**src/rtl/mtt_pkg.sv**
```systemverilog
package mtt_pkg;

  typedef enum logic [1:0] {
    KIND_RD  = 2'd0,
    KIND_WR  = 2'd1,
    KIND_PFR = 2'd2,
    KIND_PFW = 2'd3
  } reqKind_e;

  // control-to-datapath strobes for one cycle
  typedef struct packed {
    logic allocEn;
    logic freeEn;
    logic errEn;
  } strobe_s;

endpackage

```
**src/rtl/mtt_ctrl.sv**
```systemverilog
module mtt_ctrl
  import mtt_pkg::*;
#(
  parameter int ENTRIES = 8,
  localparam int TAG_W = $clog2(ENTRIES)
) (
  input  logic               reqValid,
  input  logic               rspValid,
  input  logic [TAG_W-1:0]   rspTag,
  input  logic [ENTRIES-1:0] validVec,
  input  logic [ENTRIES-1:0] hitVec,
  output logic               reqReady,
  output strobe_s            strobe,
  output logic [TAG_W-1:0]   allocIdx,
  output logic [TAG_W-1:0]   freeIdx
);

  logic tableFull;
  logic blockBusy;

  assign tableFull = &validVec;
  assign blockBusy = |hitVec;
  assign reqReady  = !tableFull && !blockBusy;

  // lowest empty slot: scan from the top so the smallest index wins
  always_comb begin
    allocIdx = '0;
    for (int i = ENTRIES - 1; i >= 0; i--) begin
      if (!validVec[i]) allocIdx = TAG_W'(i);
    end
  end

  assign freeIdx        = rspTag;
  assign strobe.allocEn = reqValid && reqReady;
  assign strobe.freeEn  = rspValid && validVec[rspTag];
  assign strobe.errEn   = rspValid && !validVec[rspTag];

endmodule

```
**src/rtl/mtt_datapath.sv**
```systemverilog
module mtt_datapath
  import mtt_pkg::*;
#(
  parameter int ENTRIES  = 8,
  parameter int ADDR_W   = 32,
  parameter int OFFSET_W = 6,
  localparam int TAG_W = $clog2(ENTRIES),
  localparam int BLK_W = ADDR_W - OFFSET_W
) (
  input  logic               clk,
  input  logic               rstN,
  input  strobe_s            strobe,
  input  logic [TAG_W-1:0]   allocIdx,
  input  logic [TAG_W-1:0]   freeIdx,
  input  logic [ADDR_W-1:0]  reqAddr,
  input  logic [1:0]         reqKind,
  output logic [ENTRIES-1:0] validVec,
  output logic [ENTRIES-1:0] hitVec,
  output logic               memValid,
  output logic [TAG_W-1:0]   memTag,
  output logic [ADDR_W-1:0]  memAddr,
  output logic [1:0]         memKind,
  output logic               doneValid,
  output logic [TAG_W-1:0]   doneTag,
  output logic [ADDR_W-1:0]  doneAddr,
  output logic [1:0]         doneKind,
  output logic               rspErr
);

  logic [BLK_W-1:0] reqBlk;
  logic [BLK_W-1:0] blkQ  [ENTRIES];
  logic [1:0]       kindQ [ENTRIES];

  assign reqBlk = reqAddr[ADDR_W-1:OFFSET_W];

  for (genvar g = 0; g < ENTRIES; g++) begin : g_slot
    logic allocHere;
    logic freeHere;

    assign allocHere = strobe.allocEn && (allocIdx == TAG_W'(g));
    assign freeHere  = strobe.freeEn  && (freeIdx  == TAG_W'(g));
    assign hitVec[g] = validVec[g] && (blkQ[g] == reqBlk);

    always_ff @(posedge clk) begin
      if (!rstN) begin
        validVec[g] <= 1'b0;
      end else if (allocHere) begin
        validVec[g] <= 1'b1;
      end else if (freeHere) begin
        validVec[g] <= 1'b0;
      end
    end

    always_ff @(posedge clk) begin
      if (allocHere) begin
        blkQ[g]  <= reqBlk;
        kindQ[g] <= reqKind;
      end
    end
  end

  always_ff @(posedge clk) begin
    if (!rstN) begin
      memValid  <= 1'b0;
      doneValid <= 1'b0;
      rspErr    <= 1'b0;
    end else begin
      memValid  <= strobe.allocEn;
      doneValid <= strobe.freeEn;
      rspErr    <= strobe.errEn;
    end
  end

  always_ff @(posedge clk) begin
    if (strobe.allocEn) begin
      memTag  <= allocIdx;
      memAddr <= {reqBlk, {OFFSET_W{1'b0}}};
      memKind <= reqKind;
    end
    if (strobe.freeEn) begin
      doneTag  <= freeIdx;
      doneAddr <= {blkQ[freeIdx], {OFFSET_W{1'b0}}};
      doneKind <= kindQ[freeIdx];
    end
  end

endmodule

```
**src/rtl/miss_track_table.sv**
```systemverilog
module miss_track_table
  import mtt_pkg::*;
#(
  parameter int ENTRIES  = 8,
  parameter int ADDR_W   = 32,
  parameter int OFFSET_W = 6,
  localparam int TAG_W = $clog2(ENTRIES)
) (
  input  logic              clk,
  input  logic              rstN,
  input  logic              reqValid,
  output logic              reqReady,
  input  logic [ADDR_W-1:0] reqAddr,
  input  logic [1:0]        reqKind,
  output logic              memValid,
  output logic [TAG_W-1:0]  memTag,
  output logic [ADDR_W-1:0] memAddr,
  output logic [1:0]        memKind,
  input  logic              rspValid,
  input  logic [TAG_W-1:0]  rspTag,
  output logic              doneValid,
  output logic [TAG_W-1:0]  doneTag,
  output logic [ADDR_W-1:0] doneAddr,
  output logic [1:0]        doneKind,
  output logic              rspErr
);

  strobe_s            strobe;
  logic [TAG_W-1:0]   allocIdx;
  logic [TAG_W-1:0]   freeIdx;
  logic [ENTRIES-1:0] validVec;
  logic [ENTRIES-1:0] hitVec;

  mtt_ctrl #(.ENTRIES(ENTRIES)) u_ctrl (
    .reqValid (reqValid),
    .rspValid (rspValid),
    .rspTag   (rspTag),
    .validVec (validVec),
    .hitVec   (hitVec),
    .reqReady (reqReady),
    .strobe   (strobe),
    .allocIdx (allocIdx),
    .freeIdx  (freeIdx)
  );

  mtt_datapath #(
    .ENTRIES  (ENTRIES),
    .ADDR_W   (ADDR_W),
    .OFFSET_W (OFFSET_W)
  ) u_dp (
    .clk       (clk),
    .rstN      (rstN),
    .strobe    (strobe),
    .allocIdx  (allocIdx),
    .freeIdx   (freeIdx),
    .reqAddr   (reqAddr),
    .reqKind   (reqKind),
    .validVec  (validVec),
    .hitVec    (hitVec),
    .memValid  (memValid),
    .memTag    (memTag),
    .memAddr   (memAddr),
    .memKind   (memKind),
    .doneValid (doneValid),
    .doneTag   (doneTag),
    .doneAddr  (doneAddr),
    .doneKind  (doneKind),
    .rspErr    (rspErr)
  );

endmodule

```
**config.mk**
```make
export PLATFORM = sky130hd
export DESIGN_NAME = miss_track_table
export DESIGN_NICKNAME = d
export VERILOG_FILES = /design/src/rtl/mtt_pkg.sv /design/src/rtl/mtt_ctrl.sv /design/src/rtl/mtt_datapath.sv /design/src/rtl/miss_track_table.sv
export SDC_FILE = /design/constraint.sdc
export NUM_CORES = 1
export LEC_CHECK = 0
export BUFFER_PORTS_ARGS = -buffer_cell sky130_fd_sc_hd__buf_2
export CAP_MARGIN = 20
export CORE_MARGIN = 2
export CORE_UTILIZATION = 50
export CTS_CLUSTER_DIAMETER = 120
export DETAILED_ROUTE_END_ITERATION = 8
export PLACE_DENSITY = 0.65
export SYNTH_ARGS = -nofsm -noshare
export SYNTH_HDL_FRONTEND = slang
export SYNTH_SLANG_ARGS = --single-unit
```
**constraint.sdc**
```tcl
create_clock -name clk -period 12.3 [get_ports clk]
set_clock_uncertainty 0.05 [all_clocks]
set_input_delay 3.69 -clock clk [delete_from_list [all_inputs] [get_ports clk]]
set_output_delay 3.69 -clock clk [all_outputs]
set_load 0.1 [all_outputs]
```
; ---- After elaboration in Yosys (flattened, before gate mapping)
; Memories as Yosys holds them, arrays and structs flattened. A register that Yosys moved wholly into a read port is not among the register bits.
; Cells that the tools add are included.
; Widths: inputs -> output; s select.
[op_classes]
n_lt_le_gt_ge = 1
n_eq_ne = 22
muxes = 84
reduce_logical = 57
[ops]
columns = op, n
row1 = $eq 26x26->1, 8
row2 = $mux 26, 7
row3 = $reduce_or 26->1, 7
row4 = $mux 3, 22
row5 = $mux 1, 47
row6 = $logic_and 1x1->1, 28
row7 = $eq 3x3->1 const B, 8
row8 = $reduce_bool 2->1, 8
row9 = $mux 2, 7
row10 = $reduce_or 2->1, 7
row11 = $eq 3x2->1 const B, 4
row12 = $reduce_and 8->1, 1
row13 = $reduce_or 8->1, 1
row14 = $eq 3x1->1 const B, 2
row15 = $logic_not 3->1, 2
row16 = $lt 3x4->1 const B, 1
row17 = $bmux 1 s3, 1
row18 = $logic_not 1->1, 3
[totals]
regBits = 45
ramBits = 224
inputBits = 41
word_cells = 181
memories = 2
[memory_table]
columns = name, words, width, read_ports, rd_ports_with_merged_regs, write_ports, line_no
row1 = u_dp.blkQ, 8, 26, 9, 1, 1, mtt_datapath.sv:31  ; logic [BLK_W-1:0] blkQ [ENTRIES];
row2 = u_dp.kindQ, 8, 2, 1, 1, 1, mtt_datapath.sv:32  ; logic [1:0] kindQ [ENTRIES];

; ---- Longest topological paths before layout
; Gate-level depths: netlist of the first run.
[logic_depth]
depth_word = 20
depth_mapped = 9
ltp_nobuf = 8

; ---- Cells and area by module
; From an unflattened synthesis of the first run, not the netlist that was laid out.
[unflattened]
hier_cells = 785
hier_area_um2 = 13546.7
[by_module_without_submodules]
columns = module, n_inst, cells_each, area_each_um2, seq_area_each_um2
row1 = mtt_datapath, 1, 759, 13351.6, 8808.4
row2 = mtt_ctrl, 1, 26, 195.2, 0.0

; ---- Least setup slack after synthesis of the first run
; OpenSTA, ideal clock, no wires.
[synth_timing]
kind = input port to output port
startpoint = in reqAddr[23]
endpoint = out reqReady
arrival_time_ns = 5.812
required_time_ns = 8.560
path_slack_ns = 2.748
stages = 7
path_buffers = 1
path_cell_list = buf_4 -> xnor2_1 -> nand4_1 -> nor4b_1 -> a22oi_1 -> nand4_1 -> nor2_1
[synth_via]
elab_chain_len = 5
word_cells_on_any_way = 19
[synth_lines]
columns = element, line_no
row1 = start: declaration, miss_track_table.sv:13  ; input logic [ADDR_W-1:0] reqAddr,
row2 = $eq 26x26->1, mtt_datapath.sv:42  ; assign hitVec[g] = validVec[g] && (blkQ[g] == reqBlk);
row3 = $logic_and 1x1->1, mtt_datapath.sv:42
row4 = $reduce_or 8->1 (*), mtt_ctrl.sv:22  ; assign blockBusy = |hitVec;
row5 = $logic_not 1->1 (*), mtt_ctrl.sv:23  ; assign reqReady = !tableFull && !blockBusy;
row6 = $logic_and 1x1->1 (*), mtt_ctrl.sv:23
row7 = end: declaration, miss_track_table.sv:12  ; output logic reqReady,
; Mark *: on every way between the ends. The rest lies on a longest branch, timed or not.

; ---- Worst setup path in the final report of the first run
[layout_timing]
startpoint = in reqAddr[30]
endpoint = out reqReady
; The elaborated chain is that of the path after synthesis.

==> results of run 1 <==
==> cells in the mapped netlist, types with 2 or more instances <==
library cell / n / share of area [%]
buf_6: 11 / 0.88
nor4_1: 18 / 0.80
nand2b_1: 3 / 0.13
a22oi_1: 5 / 0.27
o311ai_0: 2 / 0.12
mux4_2: 58 / 9.3
inv_1: 8 / 0.21
clkbuf_1: 9 / 0.24
xnor2_2: 7 / 0.81
mux2_2: 28 / 2.2
buf_1: 4 / 0.11
buf_4: 27 / 1.4
buf_2: 6 / 0.21
nand3_1: 17 / 0.60
a41o_1: 3 / 0.21
nor2b_1: 3 / 0.13
edfxtp_1: 286 / 61
nor4b_1: 2 / 0.12
xnor2_1: 200 / 12
nor3_1: 15 / 0.53
o41ai_1: 4 / 0.25
nand2_1: 18 / 0.48
o211a_1: 3 / 0.21
nor2_1: 5 / 0.13
o211ai_1: 2 / 0.11
and3_1: 4 / 0.18
nand4_1: 92 / 4.1
o21ai_0: 2 / 0.071
dfxtp_1: 11 / 1.6
==> routing by layer <==
metal	wire, µm	global-route usage, %	share of wire (%)
met1	18100	42.4	44
met2	20000	47.2	48
met4	717	5.01	1.7
met5	0	0	0
met3	2630	3.20	6.3
==> layout make-up <==
| type | count | area, µm² |
|---|---|---|
| antenna | 1 | 2.50 |
| multi-input combinational | 523 | 4940 |
| sequential | 297 | 8810 |
| fill | 2217 | 11900 |
| timing repair buffer | 113 | 601 |
| tap | 378 | 473 |
| clock buffer | 39 | 891 |
| inverter | 9 | 36.3 |
| clock inverter | 16 | 138 |
==> worst max path at each step <==
stage | slack [ps] | cells past startpoint | startpoint | endpoint
final | 2430 | 8 | reqAddr[30] | reqReady
after CTS | 2540 | 8 | reqAddr[21] | reqReady
after floorplan | 2750 | 7 | reqAddr[23] | reqReady
after global placement | 2540 | 8 | reqAddr[25] | reqReady
after global routing | 2410 | 8 | reqAddr[10] | reqReady
after detailed placement | 2540 | 8 | reqAddr[21] | reqReady
==> logic make-up (layout without fill, tap and decap cells) <==
| family | count (synthesis) | count (layout) | synth area share, % |
|---|---|---|---|
| AOI/OAI and AO/OA | 31 | 31 | 1.81 |
| xor gates and xnor gates | 208 | 208 | 13.3 |
| buffers and inverters | 66 | 177 | 3.13 |
| DFF | 297 | 297 | 62.5 |
| muxes | 87 | 87 | 11.6 |
| other | 1 | 13 | 0.0266 |
| and+or+nand+nor | 185 | 185 | 7.70 |
==> critical path, cell delays in order <==
cell and delay, ps:
buf_2 360, xnor2_1 260, nand4_1 170, nor3_1 70
a22oi_1 360, nand4_1 300, nor2_1 390, buf_2 510
==> flip-flops by register name (all words and copies together), names as in the netlist <==
register and flops:
u_dp.doneAddr 26, u_dp.memKind 2, u_dp.blkQ 208, u_dp.memValid 1, u_dp.doneKind 2, u_dp.memAddr 26
u_dp.memTag 3, u_dp.kindQ 16, u_dp.doneTag 3, u_dp.rspErr 1, u_dp.doneValid 1, u_dp.validVec 8
==> power breakdown <==
group | total [mW] | leakage [nW] | switching (mW) | internal [mW]
combinational | 0.306 | 1.76 | 0.228 | 0.0778
clock | 0.953 | 0.505 | 0.394 | 0.560
sequential | 1.16 | 2.71 | 0.0143 | 1.14
==> metrics by stage <==
| stage | util [%] | power, mW |
|---|---|---|
| after floorplan | - | 1.40 |
| after global placement | 53.5 | 1.48 |
| after detailed placement | 53.5 | 1.48 |
| after CTS | 57.2 | 2.43 |
| after global routing | 57.2 | 2.48 |
| final | 57.2 | 2.41 |
==> results.md, run 1 <==
* CTS sink cnt at roughly 300
* R2r setup slk at roughly 8300 ps
* Placed instance count at 1320
* Worst setup SP type: input pin
* First-pass GRT wire length at roughly 58000 µm
* Maximum VDD drop at 0.121 mV
* Worst Hold Endpoint: u_dp.validVec[5]
* Area after DPL at between 10000 and 15000 µm²
* Share of layout cells above drive strength 1 at a little over a quarter
* Final period util at 80.2%
* Starting DRT DRC Count at 1115
* Min Hold Slack at 608 ps
* GR Util All Layers at 28.7%
* Antenna violations before repair at 0
* Reg2reg start: u_dp.blkQ[1][4]
* H-tree depth at 2
* Row Count at 61
* Most common cell after layout, fill and taps aside: edfxtp_1
* Avg Cell Area, Syn at 16.1 µm²
* Worst slew pin tran at 1060 ps
* Syn Inst Count at 875
* Layout area overhead at 12.7%
* Mapped Area at between 10000 and 15000 µm²
* Setup tns final at 0 ps
* Post-synth ARST share at 0%
* Worst endpoint required time at 8560 ps
* Worst slack at placement at 2540 ps
* Setup violators final at 0
* CTS tree: built
* Crit. End Element: output pin
* Fin. Hold Viols at 0
* Fmax at 101 MHz
* Reg2reg end: u_dp.blkQ[3][16]
* Sequential share of the synthesized area at 62.5%
* Post-layout min period at 9870 ps
* Root buffer selected by CTS: clkbuf_16
* Vias in the first global route at 7914
* Vias at between 8000 and 9000
* Height of the die at roughly 170 µm
* Non-filler cells, final at 1376
* Gr ovfl total at 0
* Post-Route WL at 41400 µm
* Placer congestion estimate at 0.982
* Worst Slack Setup Final at 2430 ps
* Post-DR vias/cell at 6.09
* Worst Reg-to-Reg Cells at 9
* Routed Antenna Nets at 0
* Class of the most critical setup path: input pin to output pin
* Initial Util at 50.8%
* Status: finished clean
* Hold depth at 2
* CP Data Arrival Time at 6130 ps
* Pin count of the biggest net entering global routing at 65
* RSZ-0062 raised after global routing: false
* # resized after CTS at 0
* Design Area, Final at roughly 16000 µm²
* Clk slew on worst S/H paths at ~60 ps
* Routed WL per cell at 30.1 µm
* Insertion delay to the later sink of the worst-skew pair at 510 ps
* Io pins at around 120
* Drt drc at 0
* Post-DP HPWL at 29200 µm
* CTS Buf Count at 34
* Pwr dens at 152 nW/µm²
* Final nets at 1019
* Number of enable flip-flop cells after synthesis at 286
* Core Region at 27800 µm²
* Clock buffer depth at 3
* Hold Crit Class: flip-flop to flip-flop
* Most frequent cells in the layout: 286 x edfxtp_1, 200 x xnor2_1, 99 x buf_2
* Hold Startpoint: u_dp.validVec[5]
* Pleak at 4.98 nW
* Die W at 172 µm
* Die Area at between 20000 and 30000 µm²
* Max-slew violations at 0
* Drt first pass iters at 6
* Setup Buffers After CTS at 0
* CTS Hold Buffers Added at 0
* YS warnings at 0
* Port-buffer cells at 100
* Post-synth cell types at 51
* Total of max-cap violations at 0
* Register bit total from synthesis at 297
* CP max FO at 17
* Ys flop type: edfxtp_1
* Slew Limit Headroom at 29.4%
No activity file was read; power rests on OpenSTA's default activity.
==> run 2, diff against run 1 <==
Settings changed: PLACE_DENSITY 0.65 to 0.67.
Clock period 12.3 ns to 8.1 ns, I/O delays scaled along.
==> results.md, run 2 (same netlist as run 1, synthesis figures left out) <==
* Reg area at approximately 8800 µm²
* Setup Buffers After CTS at 0
* Post-DP HPWL at ~28000 µm
* Setup tns final at 0 ps
* Clock buffer depth at 3
* Worst slew pin tran at 959 ps
* Pin count of the biggest net entering global routing at 41
* Max-slew violations at 0
* Class of the most critical setup path: input pin to output pin
* Insertion delay to the later sink of the worst-skew pair at around 570 ps
* GR Util All Layers at ~28%
* Drt drc at 0
* RSZ-0062 raised after global routing: false
* Routed WL per cell at 29.3 µm
* Final period util at about nine tenths
* Worst Reg-to-Reg Cells at 9
* Final nets at about 1000
* First-pass GRT wire length at 56600 µm
* Vias in the first global route at 7916
* Root buffer selected by CTS: clkbuf_16
* # resized after CTS at 0
* Post-DR vias/cell at 6.14
* Cell depth of the worst setup path at 8
* CTS tree: built
* Number of flip-flops under the largest register name at 208
* Row Count at a little over 60
* Fin. Hold Viols at 0
* Post-Route WL at 40400 µm
* Initial Util at 50.8%
* Starting DRT DRC Count at ~1100
* Most flop-heavy register: u_dp.blkQ
* Drt first pass iters at 6
* Hold depth at 2
* Hold Crit Class: flip-flop to flip-flop
* Routed Antenna Nets at 0
* Slew Limit Headroom at between 30% and 40%
* Die W at 172 µm
* Fmax at 136 MHz
* Critical path's slowest cell: xnor2_1
* Post-layout min period at between 7000 and 8000 ps
* Most frequent cells in the layout: 286 x edfxtp_1, 200 x xnor2_1, 99 x buf_2
* Maximum VDD drop at 0.163 mV
* Fillers at around 2200
* Vias at ~8500
* Pwr dens at around 230 nW/µm²
* Core Region at 27800 µm²
* Pleak at 4.96 nW
* Clk slew on worst S/H paths at ~60 ps
* Height of the die at 172 µm
* Port-buffer cells at 100
* Diodes inserted at 0
* CTS Hold Buffers Added at 0
* Multi-input logic area at 4930 µm²
* CP Data Arrival Time at 4860 ps
* Crit-path max cell delay at 590 ps
* Critical path cell sequence: buf_2 > xnor2_1 > nand4_1 > nor4_1 > a22oi_1 > nand4_1 > nor2_1 > buf_2
* Crit. End Element: output pin
* Cell family with most CP delay: simple AND/OR/NAND/NOR gates
* Total of max-cap violations at 0
* CP bufs+invs at 2
* Share of layout cells above drive strength 1 at 26.1%
* Min Hold Slack at about 610 ps
* CTS sink cnt at 297
* CTS Buf Count at 31
* Antenna violations before repair at 0
* Worst endpoint required time at 5620 ps
* CP max FO at 17
* Layout area overhead at 12.6%
* Top flop regs: u_dp.blkQ: 208 flops, u_dp.doneAddr: 26 flops, u_dp.memAddr: 26 flops
* Die Area at 29600 µm²
* Io pins at approximately 120
* Worst setup SP type: input pin
* Status: finished clean
* Placer congestion estimate at 1.00
* H-tree depth at 1
* Gr ovfl total at 0
* Most common cell after layout, fill and taps aside: edfxtp_1
* Setup violators final at 0
-- run 2: cell type report --
| cell class | instances | share of cell area, % |
|---|---|---|
| sequential | 297 | 55.5 |
| clock buffer | 37 | 5.03 |
| inverter | 9 | 0.229 |
| timing repair buffer | 112 | 3.74 |
| clock inverter | 21 | 1.44 |
| tap | 378 | 2.98 |
| multi-input combinational | 523 | 31.1 |
-- run 2: power breakdown --
part	leakage [nW]	switching (mW)	internal (mW)	total, mW
Combinational	1.75	0.345	0.117	0.462
Sequential	2.71	0.0215	1.73	1.75
Clock	0.497	0.592	0.858	1.45
-- run 2: metrics by stage --
step / power [mW] / area [µm²] / utilization, % / setup slack, ps / cells
4_1_cts: 3.68 / 15900 / 57.1 / 849 / 1377
6_report: 3.67 / 15900 / 57.1 / 761 / 1377
5_1_grt: 3.76 / 15900 / 57.1 / 718 / 1377
3_3_place_gp: 2.24 / 14800 / 53.4 / 849 / 1319
3_5_place_dp: 2.24 / 14800 / 53.4 / 858 / 1319
2_1_floorplan: 2.12 / 14100 / - / 1070 / 886
-- run 2: worst paths after layout --
check	startpoint	to	slack, ps
max reg2reg	u_dp.blkQ[5][13]	u_dp.blkQ[3][15]	4470
min	u_dp.validVec[5]	u_dp.validVec[5]	610
min reg2reg	u_dp.validVec[5]	u_dp.validVec[5]	610
max	reqAddr[31]	reqReady	760
-- run 2: worst min-delay path, cell delays in order (launching register included) --
cell and delay (ps):
dfxtp_1 410, o211ai_1 130, o41ai_1 70
-- run 2: layer usage --
layer | track usage [%] | wire [µm] | up-vias
met2 | 43.3 | 18800 | 425
met1 | 39.9 | 17100 | 4313
met3 | 3.59 | 3010 | 84
met5 | 0 | 0 | -
li1 | - | - | 3631
met4 | 9.32 | 1410 | 0
